===== src/rtl/rpl_pkg.sv =====
package rpl_pkg;

  typedef enum logic [1:0] {
    SCH_IDLE = 2'd0,
    SCH_WAIT = 2'd1,
    SCH_XFER = 2'd2
  } sched_state_t;

endpackage


===== src/rtl/rpl_prescaler.sv =====
module rpl_prescaler #(
  parameter int IVL_W = 24
) (
  input  logic             clk,
  input  logic             rst_n,
  input  logic [IVL_W-1:0] interval_i,
  output logic             tick_o
);

  // terminal count of the prescaler; a zero interval behaves like one
  function automatic logic [IVL_W-1:0] term_count(input logic [IVL_W-1:0] ivl);
    if (ivl == '0) return '0;
    return ivl - 1'b1;
  endfunction

  logic [IVL_W-1:0] cnt_q;
  logic [IVL_W-1:0] term_w;

  assign term_w = term_count(interval_i);
  // >= so that lowering the interval mid-count cannot strand the counter
  assign tick_o = (cnt_q >= term_w);

  always_ff @(posedge clk) begin
    if (!rst_n)      cnt_q <= '0;
    else if (tick_o) cnt_q <= '0;
    else             cnt_q <= cnt_q + 1'b1;
  end

endmodule


===== src/rtl/rpl_position.sv =====
module rpl_position #(
  parameter int WORDS = 2048,
  localparam int POS_W = $clog2(WORDS)
) (
  input  logic             clk,
  input  logic             rst_n,
  input  logic             tick_i,
  output logic [POS_W-1:0] pos_o,
  output logic [POS_W-1:0] pos_nxt_o
);

  function automatic logic [POS_W-1:0] wrap_inc(input logic [POS_W-1:0] p);
    if (p == POS_W'(WORDS - 1)) return '0;
    return p + 1'b1;
  endfunction

  logic [POS_W-1:0] pos_q;

  assign pos_nxt_o = wrap_inc(pos_q);
  assign pos_o     = pos_q;

  always_ff @(posedge clk) begin
    if (!rst_n)      pos_q <= '0;
    else if (tick_i) pos_q <= pos_nxt_o;
  end

endmodule


===== src/rtl/rpl_sched.sv =====
module rpl_sched
  import rpl_pkg::*;
#(
  parameter int WORDS  = 2048,
  parameter int ADDR_W = 16,
  localparam int POS_W = $clog2(WORDS)
) (
  input  logic              clk,
  input  logic              rst_n,
  input  logic              tick_i,
  input  logic [POS_W-1:0]  pos_i,
  input  logic [POS_W-1:0]  pos_nxt_i,
  input  logic [ADDR_W-1:0] target_i,
  input  logic              start_i,
  input  logic              abort_i,
  input  logic              active_i,
  output logic              start_stb_o,
  output logic              word_stb_o,
  output sched_state_t      state_o,
  output logic [POS_W-1:0]  tgt_o
);

  // word times from position p until word t is under the heads
  function automatic logic [POS_W-1:0] word_dist(input logic [POS_W-1:0] t,
                                                 input logic [POS_W-1:0] p);
    logic [POS_W:0] d;
    if (t >= p) d = {1'b0, t} - {1'b0, p};
    else        d = {1'b0, t} + (POS_W+1)'(WORDS) - {1'b0, p};
    return d[POS_W-1:0];
  endfunction

  sched_state_t     st_q;
  logic [POS_W-1:0] rem_q;
  logic [POS_W-1:0] tgt_q;
  logic [POS_W-1:0] base_w;
  logic             accept_w;
  logic             fire_w;

  // the position that holds after this edge is the base of the distance
  assign base_w   = tick_i ? pos_nxt_i : pos_i;
  assign accept_w = (st_q == SCH_IDLE) && start_i && !abort_i;
  assign fire_w   = (st_q == SCH_WAIT) && tick_i && (rem_q == '0) && !abort_i;

  always_ff @(posedge clk) begin
    if (!rst_n) begin
      st_q  <= SCH_IDLE;
      rem_q <= '0;
      tgt_q <= '0;
    end else begin
      unique case (st_q)
        SCH_IDLE: begin
          if (accept_w) begin
            tgt_q <= target_i[POS_W-1:0];
            rem_q <= word_dist(target_i[POS_W-1:0], base_w);
            st_q  <= SCH_WAIT;
          end
        end
        SCH_WAIT: begin
          if (abort_i)     st_q <= SCH_IDLE;
          else if (fire_w) st_q <= SCH_XFER;
          else if (tick_i) rem_q <= rem_q - 1'b1;
        end
        SCH_XFER: begin
          if (abort_i || !active_i) st_q <= SCH_IDLE;
        end
        default: st_q <= SCH_IDLE;
      endcase
    end
  end

  assign start_stb_o = fire_w;
  assign word_stb_o  = (st_q == SCH_XFER) && tick_i && active_i && !abort_i;
  assign state_o     = st_q;
  assign tgt_o       = tgt_q;

endmodule


===== src/rtl/rpl_timer.sv =====
module rpl_timer
  import rpl_pkg::*;
#(
  parameter int WORDS  = 2048,
  parameter int ADDR_W = 16,
  parameter int IVL_W  = 24,
  localparam int POS_W = $clog2(WORDS)
) (
  input  logic              clk,
  input  logic              rst_n,
  input  logic [IVL_W-1:0]  interval_i,
  input  logic [ADDR_W-1:0] target_i,
  input  logic              start_i,
  input  logic              abort_i,
  input  logic              active_i,
  output logic [POS_W-1:0]  pos_o,
  output logic              start_stb_o,
  output logic              word_stb_o
);

  logic             tick_w;
  logic [POS_W-1:0] pos_w;
  logic [POS_W-1:0] pos_nxt_w;
  logic [POS_W-1:0] tgt_w;
  sched_state_t     state_w;

  rpl_prescaler #(.IVL_W(IVL_W)) u_presc (
    .clk        (clk),
    .rst_n      (rst_n),
    .interval_i (interval_i),
    .tick_o     (tick_w)
  );

  rpl_position #(.WORDS(WORDS)) u_pos (
    .clk       (clk),
    .rst_n     (rst_n),
    .tick_i    (tick_w),
    .pos_o     (pos_w),
    .pos_nxt_o (pos_nxt_w)
  );

  rpl_sched #(.WORDS(WORDS), .ADDR_W(ADDR_W)) u_sched (
    .clk         (clk),
    .rst_n       (rst_n),
    .tick_i      (tick_w),
    .pos_i       (pos_w),
    .pos_nxt_i   (pos_nxt_w),
    .target_i    (target_i),
    .start_i     (start_i),
    .abort_i     (abort_i),
    .active_i    (active_i),
    .start_stb_o (start_stb_o),
    .word_stb_o  (word_stb_o),
    .state_o     (state_w),
    .tgt_o       (tgt_w)
  );

  assign pos_o = pos_w;

endmodule


===== config.mk =====
export PLATFORM = sky130hd
export DESIGN_NAME = rpl_timer
export DESIGN_NICKNAME = d
export VERILOG_FILES = /design/src/rtl/rpl_pkg.sv /design/src/rtl/rpl_prescaler.sv /design/src/rtl/rpl_position.sv /design/src/rtl/rpl_sched.sv /design/src/rtl/rpl_timer.sv
export SDC_FILE = /design/constraint.sdc
export NUM_CORES = 1
export LEC_CHECK = 0
export BUFFER_PORTS_ARGS = -buffer_cell sky130_fd_sc_hd__clkbuf_2
export CAP_MARGIN = 0
export CORE_ASPECT_RATIO = 0.7
export CORE_MARGIN = 3
export CORE_UTILIZATION = 40
export DETAILED_ROUTE_END_ITERATION = 6
export PLACE_DENSITY_LB_ADDON = 0.3
export SLEW_MARGIN = 15
export SYNTH_ARGS = -nofsm -noshare
export SYNTH_HDL_FRONTEND = slang
export SYNTH_SLANG_ARGS = --single-unit

===== constraint.sdc =====
create_clock -name clk -period 19 [get_ports clk]
set_input_delay 5.7 -clock clk [delete_from_list [all_inputs] [get_ports clk]]
set_output_delay 5.7 -clock clk [all_outputs]
set_load 0.01 [all_outputs]

==> results.yml, run 1 <==
yosys:
  synthArstFlopShare_pct: 0
  syn_area_per_cell_um2: 7.728
  synth_edf_count: 0
  postSynthCellCount: 498
  synth_area_leaders: "dfxtp_1, ha_1, xor2_1, nor2_1, nand2_1"
  ys_ff_latch: 48
  ys_seq_area_share_pct: 24.97
  synth_top_area_share_pct: 24.97
  netlist_area_mm2: 0.003849
  yosysUniqueCellTypes: 57
  yosys_most_used_dff: "dfxtp_1"
  yosys.area.top_type: "dfxtp_1"
  syn_nets: 582
  yosysWarnings: 0
worst_setup_path:
  crit_path_max_incr_delay_ps: 550
  ff2ff_setup_slack_ps: 14380
  reg2reg_depth: 17
  cp_max_fo: 14
  r2r_start: "u_presc.cnt_q[19]$_SDFF_PP0_"
  crit_required_ps: 13300
  path_cells: "clkbuf_2 > or4_4 > or4_1 > or2_2 > or3_1 > xnor2_1 > nand2_1 > ha_1 > nand4_1 > nor4_2 > nand4_1 > o211a_2 > nor4_1 > clkbuf_2"
  worstReg2RegEnd: "u_sched.rem_q[10]$_SDFFE_PN0P_"
  cp.depth: 14
  critPathKind: "in2out"
  cpLargestDelayFamily: "simple AND/OR/NAND/NOR gates"
  cp_slowest_cell: "or4_4"
  crit_arrival_ps: 10100
  setup.worst_path.end_class: "output port"
  cp_num_buf_inv: 2
  critPathLaunchType: "input pin"
clock_network:
  post_cts_buffers: 0
  cts_tree: "done"
  h-tree-depth: 2
  cts.sink_count: 48
  cts_hold_buf: 0
  clk_latency_ps: 290
  path_clk_slew_ps: 70
  cts_buffers: 5
  clock-root-buffer: "clkbuf_16"
  cts_max_path_buffers: 2
  cts_resized: 0
route:
  ant_nets: 0
  post_drt_wl_per_cell_um: 13.70
  first_pass_iters: 4
  drc_errors: 0
  vias_per_cell: 5.334
  vias: 3563
  wirelength_mm: 9.151
  drt-initial-drc-count: 220
timing:
  timing.hold.ws_ps: 468.4
  timing.final.crit_share_pct: 83.14
  finalSetupViolCount: 0
  fmax_ghz: 0.06331
  relSlewSlack_pct: 42.82
  tightest_slew_ps: 851.1
  finalHoldViolations: 0
  min_period_ps: 15800
  final-max-slew-violation-count: 0
  worst_slack_ps: 3204
  skew_ps: 3.921
  final.setup.tns_ps: 0
  rsz0062_at_grt: "no"
global_route:
  grt-ovfl-total: 0
  antenna_found_initial: 0
  grt_max_degree: 29
  grt_pass1_vias: 3203
  grt_pass1_wl_mm: 15.06
  grt_use_total_pct: 16.99
final_layout:
  area_delta_synth_final_pct: 13.17
  drive_gt1_share_pct: 13.60
  antenna_cells: 0
  nets: 627
worst_hold_path:
  hp-start: "u_sched.rem_q[1]$_SDFFE_PN0P_"
  hold_path.class: "reg2reg"
  min_path_cells: 2
  min_to: "u_sched.rem_q[1]$_SDFFE_PN0P_"
placement:
  place_ws_ps: 3197
  hpwl_mm: 7.271
  numPortBuffers: 52
  place.gp.congestion: 0.8127
die:
  rows: 29
  start_util_pct: 41.76
  num_io_pins: 58
  core_area_mm2: 0.009216
  design.die.area_mm2: 0.01085
  die_y_um: 88.07
  die_x_um: 123.2
power:
  power_leakage_nw: 1.853
  vdd_drop_max_mv: 0.02817
  powerDensity_mw_per_mm2: 54.98
job:
  max_cap_violations: 0
status:
  status: "finished, final reports clean"
-- placed cells by master (no fill, tap or decap), drive strengths merged, types with 11 or more instances in the layout --
| master | netlist | routed |
|---|---|---|
| nand2 | 59 | 59 |
| nor2b | 13 | 13 |
| nor3 | 21 | 21 |
| nand3 | 24 | 24 |
| xnor2 | 22 | 22 |
| dfxtp | 48 | 48 |
| a21oi | 26 | 26 |
| nor4 | 11 | 11 |
| o21ai | 21 | 21 |
| nor2 | 60 | 60 |
| ha | 38 | 38 |
| xor2 | 31 | 31 |
| inv | 18 | 18 |
| clkbuf | 11 | 58 |
-- synthesized netlist by cell type (3+ instances only) --
library cell  number
a21oi_1           26
a31oi_1            4
and2_1             4
and3_1             9
clkbuf_1          11
dfxtp_1           48
ha_1              38
inv_1             18
nand2_1           59
nand2b_1           4
nand3_1           24
nand3b_1           3
nand4_1            7
nor2_1            60
nor2b_1           13
nor3_1            21
nor3b_1            3
nor4_1             8
o21a_1             3
o21ai_0           20
o221a_2            3
o221ai_1           3
o31ai_1            3
or3_1             10
or4_1              3
xnor2_1           22
xor2_1            31
-- final cells by class --
type / count / area [um2]
fill: 929 / 4861
multi-input combinational: 418 / 2758
sequential: 48 / 960.9
timing repair buffer: 52 / 260.3
tap: 124 / 155.1
clock buffer: 6 / 138.9
inverter: 18 / 67.56
clock inverter: 2 / 15.01
-- worst max-delay path by stage --
| stage | slack (ps) | end | from |
|---|---|---|---|
| 2_1_floorplan | 3730 | start_stb_o | interval_i[5] |
| 3_3_place_gp | 3190 | start_stb_o | interval_i[5] |
| 3_5_place_dp | 3200 | start_stb_o | interval_i[5] |
| 4_1_cts | 3190 | start_stb_o | interval_i[5] |
| 5_1_grt | 2960 | start_stb_o | interval_i[5] |
| 6_report | 3200 | start_stb_o | interval_i[5] |
-- metrics by stage --
step,total power (W),cell area [um2],std cells,util [%]
CTS,0.0002418,4355,668,47.26
floorplan,0.0001362,3849,498,-
global placement,0.0001478,4202,660,45.59
finish,0.0002395,4355,668,47.26
global route,0.0002514,4355,668,47.26
detailed placement,0.0001492,4202,660,45.59
-- layer usage --
| layer | track usage (%) | vias to the layer above | wire length [um] |
|---|---|---|---|
| met5 | 0 | - | 0 |
| met4 | 2.814 | 0 | 34 |
| met3 | 3.615 | 2 | 459 |
| met2 | 25.00 | 72 | 3875 |
| met1 | 25.73 | 1628 | 4783 |
| li1 | - | 1861 | - |
-- where the power goes --
part / total, W / internal (W) / switching (W) / leakage (nW)
clock: 0.0000922 / 0.0000524 / 0.0000398 / 0.0691
combinational: 0.0000415 / 0.0000177 / 0.0000239 / 1.39
sequential: 0.000106 / 0.000103 / 0.00000280 / 0.389
total: 0.000239 / 0.000173 / 0.0000665 / 1.85
-- registers in the layout, indices dropped and copies added (netlist names) --
signal	flops
u_sched.state_o	2
u_pos.pos_o	11
u_sched.rem_q	11
u_presc.cnt_q	24
-- tightest hold or removal path, delay by kind of cell (launching register included) --
| kind | cells | cell delay [ps] |
|---|---|---|
| compound gates | 1 | 60 |
| flops | 1 | 310 |
| simple gates | 1 | 50 |
-- cells by family (layout without fill, tap and decap cells) --
logic type	count (synthesis)	count (layout)	share of synthesized area (%)
DFF	48	48	24.97
adders and majority gates	39	39	12.87
xor gates and xnor gates	54	54	12.65
and+or+nand+nor	240	240	31.40
buffers and inverters	32	78	3.381
AOI/OAI and AO/OA	85	85	14.73
Power figures use the tool's default switching activity.
==> run 2, diff against run 1 <==
==> constraint.sdc (replaced) <==
create_clock -name clk -period 15.9 [get_ports clk]
set_input_delay 4.77 -clock clk [delete_from_list [all_inputs] [get_ports clk]]
set_output_delay 4.77 -clock clk [all_outputs]
set_load 0.01 [all_outputs]
==> run 2 against run 1 <==
Net effect: critical path depth is the same; sequential share of layout area is the same; worst setup slack lost 1300 ps; first-iteration DRC count shrank 15%; critical path type unchanged; largest cell class unchanged.
==> results.yml, run 2 (synthesized netlist as in run 1, its figures left out) <==
power:
  vdd_drop_max_mv: 0.03389
  powerDensity_mw_per_mm2: 65.99
  power_leakage_nw: 1.853
worst_setup_path:
  path_cells: "clkbuf_2 > or4_4 > or4_1 > or2_2 > or3_1 > xnor2_1 > nand2_1 > ha_1 > nand4_1 > nor4_2 > nand4_1 > o211a_2 > nor4_1 > clkbuf_2"
  setup.worst_path.end_class: "output port"
  critPathKind: "in2out"
  critPathLaunchType: "input pin"
  crit_arrival_ps: 9260
  crit_path_max_incr_delay_ps: 560
  cp_max_fo: 14
  cp_slowest_cell: "or4_1"
  crit_required_ps: 11130
global_route:
  grt_pass1_vias: 3273
  gr-max-usage-layer: "met1"
  grt_use_total_pct: 17.63
  met1_usage_pct: 26.44
  grt_pass1_wl_mm: 15.46
  gr-usage-met2_pct: 25.94
  antenna_found_initial: 0
  grt-ovfl-total: 0
  grt_max_degree: 29
  use_met3_pct: 3.422
timing:
  relSlewSlack_pct: 42.02
  timing.final.crit_share_pct: 88.21
  fmax_ghz: 0.07130
  finalSetupViolCount: 0
  min_period_ps: 14030
  rsz0062_at_grt: "no"
  tightest_slew_ps: 863.1
  finalHoldViolations: 0
  final.setup.tns_ps: 0
  skew_ps: 6.992
  final-max-slew-violation-count: 0
  worst_slack_ps: 1874
route:
  post_drt_wl_per_cell_um: 14.06
  vias: 3563
  drt-initial-drc-count: 188
  wirelength_mm: 9.395
  first_pass_iters: 4
  ant_nets: 0
  drc_errors: 0
  vias_per_cell: 5.334
clock_network:
  path_clk_slew_ps: 70
  clock-root-buffer: "clkbuf_16"
  cts_tree: "done"
  clk_latency_ps: 290
  cts_hold_buf: 0
  post_cts_buffers: 0
  cts.sink_count: 48
  cts_max_path_buffers: 2
  cts_resized: 0
  cts_buffers: 5
  h-tree-depth: 2
final_layout:
  nets: 627
  largest_reg_flops: 24
  antenna_cells: 0
  top_register: "u_presc.cnt_q"
  layout_commonest_cell: "nor2_1"
  drive_gt1_share_pct: 13.60
  final_cell_mix: "nor2_1, nand2_1, clkbuf_2"
  area_delta_synth_final_pct: 13.17
  instances_no_fill: 668
  fillers: 942
  post-route-util_pct: 47.26
job:
  max_cap_violations: 0
placement:
  place.gp.congestion: 0.8179
  numPortBuffers: 52
  place_inst: 660
  hpwl_mm: 7.423
  place_ws_ps: 1875
die:
  die_x_um: 123.2
  rows: 29
  start_util_pct: 41.76
  die_y_um: 88.07
  core_area_mm2: 0.009216
  design.die.area_mm2: 0.01085
  num_io_pins: 58
worst_hold_path:
  hold_path.class: "reg2reg"
status:
  status: "finished, final reports clean"
run 2: cell counts in the layout (fill, tap and decap cells not counted):
No cell type changed its count.
run 2: worst paths after layout:
check	start	endpoint	slack, ps	cells past startpoint
hold reg to reg	u_sched.rem_q[1]$_SDFFE_PN0P_	u_sched.rem_q[1]$_SDFFE_PN0P_	470	2
setup reg to reg	u_presc.cnt_q[19]$_SDFF_PP0_	u_sched.rem_q[10]$_SDFFE_PN0P_	11250	17
hold / removal	u_sched.rem_q[1]$_SDFFE_PN0P_	u_sched.rem_q[1]$_SDFFE_PN0P_	470	2
setup / recovery	interval_i[3]	start_stb_o	1870	14
run 2: final cells by class:
| type | instances | area, um2 | area share, % |
|---|---|---|---|
| Multi-Input combinational cell | 418 | 2758 | 63.31 |
| Sequential cell | 48 | 960.9 | 22.06 |
| Timing Repair Buffer | 52 | 260.3 | 5.975 |
| Tap cell | 124 | 155.1 | 3.562 |
| Clock buffer | 6 | 138.9 | 3.189 |
| Inverter | 18 | 67.56 | 1.551 |
| Clock inverter | 2 | 15.01 | 0.3447 |
run 2: worst max-delay path, delay by kind of cell:
| family | cells | cell delay, ps |
|---|---|---|
| fa+ha+maj | 1 | 360 |
| xor+xnor | 1 | 160 |
| buf+inv | 2 | 350 |
| simple gates | 9 | 3170 |
| compound gates | 1 | 440 |
run 2: power breakdown:
part           internal [W]  switching, W  total (W)
Combinational     0.0000211     0.0000290  0.0000501
Clock             0.0000626     0.0000483   0.000111
Sequential         0.000123    0.00000341   0.000126
run 2: metal layers:
metal  part of all wire [%]  vias up
met5                      0        -
met4                   0.90        0
met3                    4.2       10
met2                     42       70
met1                     53     1627
li1                       -     1856
run 2: per-stage QoR:
stage | instance area [um2] | hold WS [ps] | power, W
2_1_floorplan | 3849 | 441.0 | 0.0001627
3_3_place_gp | 4202 | 453.7 | 0.0001767
3_5_place_dp | 4202 | 458.4 | 0.0001785
4_1_cts | 4355 | 467.8 | 0.0002891
5_1_grt | 4355 | 527.5 | 0.0003008
6_report | 4355 | 465.8 | 0.0002874
==> run 3, diff against run 2 <==
--- a/config.mk
+++ b/config.mk
@@ -9,7 +9,7 @@
 export CAP_MARGIN = 0
 export CORE_ASPECT_RATIO = 0.7
 export CORE_MARGIN = 3
-export CORE_UTILIZATION = 40
+export CORE_UTILIZATION = 35
 export DETAILED_ROUTE_END_ITERATION = 6
 export PLACE_DENSITY_LB_ADDON = 0.3
 export SLEW_MARGIN = 15
==> run 3 against run 2 <==
Net effect: clock skew is 0.52 ps higher; highest routed layer unchanged; worst setup slack worse by 10 ps; routed wire length is 3.1% lower.
==> results.yml, run 3 (synthesized netlist as in run 1, its figures left out) <==
status:
  status: "finished, final reports clean"
route:
  first_pass_iters: 4
  wl_met1_mm: 4.773
  ant_nets: 0
  top_layer: "met4"
  drc_errors: 0
  wl_met3_um: 443
  drt-initial-drc-count: 226
  vias: 3576
  vias_per_cell: 5.168
  post_drt_wl_per_cell_um: 13.16
  wirelength_mm: 9.106
  wl_met2_mm: 3.815
worst_setup_path:
  worstReg2RegEnd: "u_sched.rem_q[10]$_SDFFE_PN0P_"
  setup.worst_path.end_class: "output port"
  crit_path_max_incr_delay_ps: 580
  r2r_start: "u_presc.cnt_q[19]$_SDFF_PP0_"
  cp_slowest_cell: "nor4_1"
  reg2reg_depth: 17
  cpLargestDelayFamily: "simple AND/OR/NAND/NOR gates"
  cp_num_buf_inv: 2
  crit_arrival_ps: 9270
  critPathKind: "in2out"
  path_cells: "clkbuf_2 > or4_4 > or4_1 > or2_2 > or3_1 > xnor2_1 > nand2_1 > ha_1 > nand4_1 > nor4_2 > nand4_1 > o211a_2 > nor4_1 > clkbuf_2"
  critPathLaunchType: "input pin"
  ff2ff_setup_slack_ps: 11130
  crit_required_ps: 11130
  cp_max_fo: 14
  cp.depth: 14
timing:
  relSlewSlack_pct: 42.47
  finalSetupViolCount: 0
  timing.final.crit_share_pct: 88.28
  finalHoldViolations: 0
  rsz0062_at_grt: "no"
  tightest_slew_ps: 856.4
  skew_ps: 7.511
  final.setup.tns_ps: 0
  fmax_ghz: 0.07124
  min_period_ps: 14040
  final-max-slew-violation-count: 0
  worst_slack_ps: 1864
final_layout:
  area_delta_synth_final_pct: 14.40
  seqCellArea_um2: 960.9
  fillers: 1083
  top_register: "u_presc.cnt_q"
  largest_reg_flops: 24
  drive_gt1_share_pct: 13.60
  multi_input_area_mm2: 0.002758
  instances_no_fill: 692
  layout_commonest_cell: "nor2_1"
  nets: 627
  antenna_cells: 0
  final_cell_mix: "nor2_1, nand2_1, clkbuf_2"
die:
  num_io_pins: 58
  die_y_um: 93.74
  core_area_mm2: 0.01051
  design.die.area_mm2: 0.01231
  rows: 31
  start_util_pct: 36.61
  die_x_um: 131.3
power:
  vdd_drop_max_mv: 0.04346
  powerDensity_mw_per_mm2: 67.62
  power_leakage_nw: 1.864
clock_network:
  clk_latency_ps: 290
  cts_resized: 0
  cts.sink_count: 48
  cts_buffers: 5
  cts_hold_buf: 0
  post_cts_buffers: 0
  path_clk_slew_ps: 60
  cts_max_path_buffers: 2
  clock-root-buffer: "clkbuf_16"
  h-tree-depth: 2
  cts_tree: "done"
worst_hold_path:
  min_path_cells: 2
  hold_path.class: "reg2reg"
  min_to: "u_sched.rem_q[1]$_SDFFE_PN0P_"
  hp-start: "u_sched.rem_q[1]$_SDFFE_PN0P_"
global_route:
  grt_pass1_wl_mm: 15.17
  grt_use_total_pct: 14.80
  grt_pass1_vias: 3230
  grt_max_degree: 29
  grt-ovfl-total: 0
  antenna_found_initial: 0
placement:
  place_inst: 684
  numPortBuffers: 52
  hpwl_mm: 7.298
  place.gp.congestion: 0.8172
  place_ws_ps: 1869
job:
  max_cap_violations: 0
## run 3: cell types whose count changed in the layout (fill, tap and decap cells not counted)
cell	delta
bufinv_16	+1
clkbuf_8	-1
clkinvlp_4	-1
inv_6	+1
## run 3: worst max-delay path by stage
stage	from	to	slack, ps
final	interval_i[3]	start_stb_o	1860
after global placement	interval_i[5]	start_stb_o	1940
after global routing	interval_i[3]	start_stb_o	1550
after CTS	interval_i[3]	start_stb_o	1860
after floorplan	interval_i[5]	start_stb_o	2490
after detailed placement	interval_i[3]	start_stb_o	1870
## run 3: cell type report
class                   count  share of cell area, %
clock buffers               5                  2.842
clock inverters             3                  1.051
inverters                  18                  1.535
multi-input cells         418                  62.63
flip-flops and latches     48                  21.82
well taps                 148                  4.206
repair buffers             52                  5.911
## run 3: metrics by stage
| step | util (%) | hold WS [ps] | total power, W | cell area, um2 |
|---|---|---|---|---|
| after global routing | 41.89 | 501.3 | 0.0003149 | 4403 |
| after CTS | 41.89 | 468.7 | 0.0003016 | 4403 |
| after detailed placement | 40.26 | 461.7 | 0.0001784 | 4232 |
| after global placement | 40.26 | 451.2 | 0.0001767 | 4232 |
| final | 41.89 | 468.9 | 0.0002977 | 4403 |
| after floorplan | - | 441.0 | 0.0001627 | 3849 |
## run 3: where the power goes
| group | leakage, nW | internal [W] | switching (W) |
|---|---|---|---|
| registers | 0.389 | 0.000123 | 0.00000337 |
| logic | 1.39 | 0.0000211 | 0.0000284 |
| clock network | 0.0804 | 0.0000748 | 0.0000472 |
## run 3: layer usage
layer	GRT usage, %	vias up
met5	0	-
met4	3.322	0
met3	3.319	8
met2	22.80	52
met1	21.17	1649
li1	-	1867
## run 3: tightest hold or removal path, cell delays in order (launching register included)
cell and delay [ps]:
dfxtp_1 310, nand2_1 50, a21boi_0 60
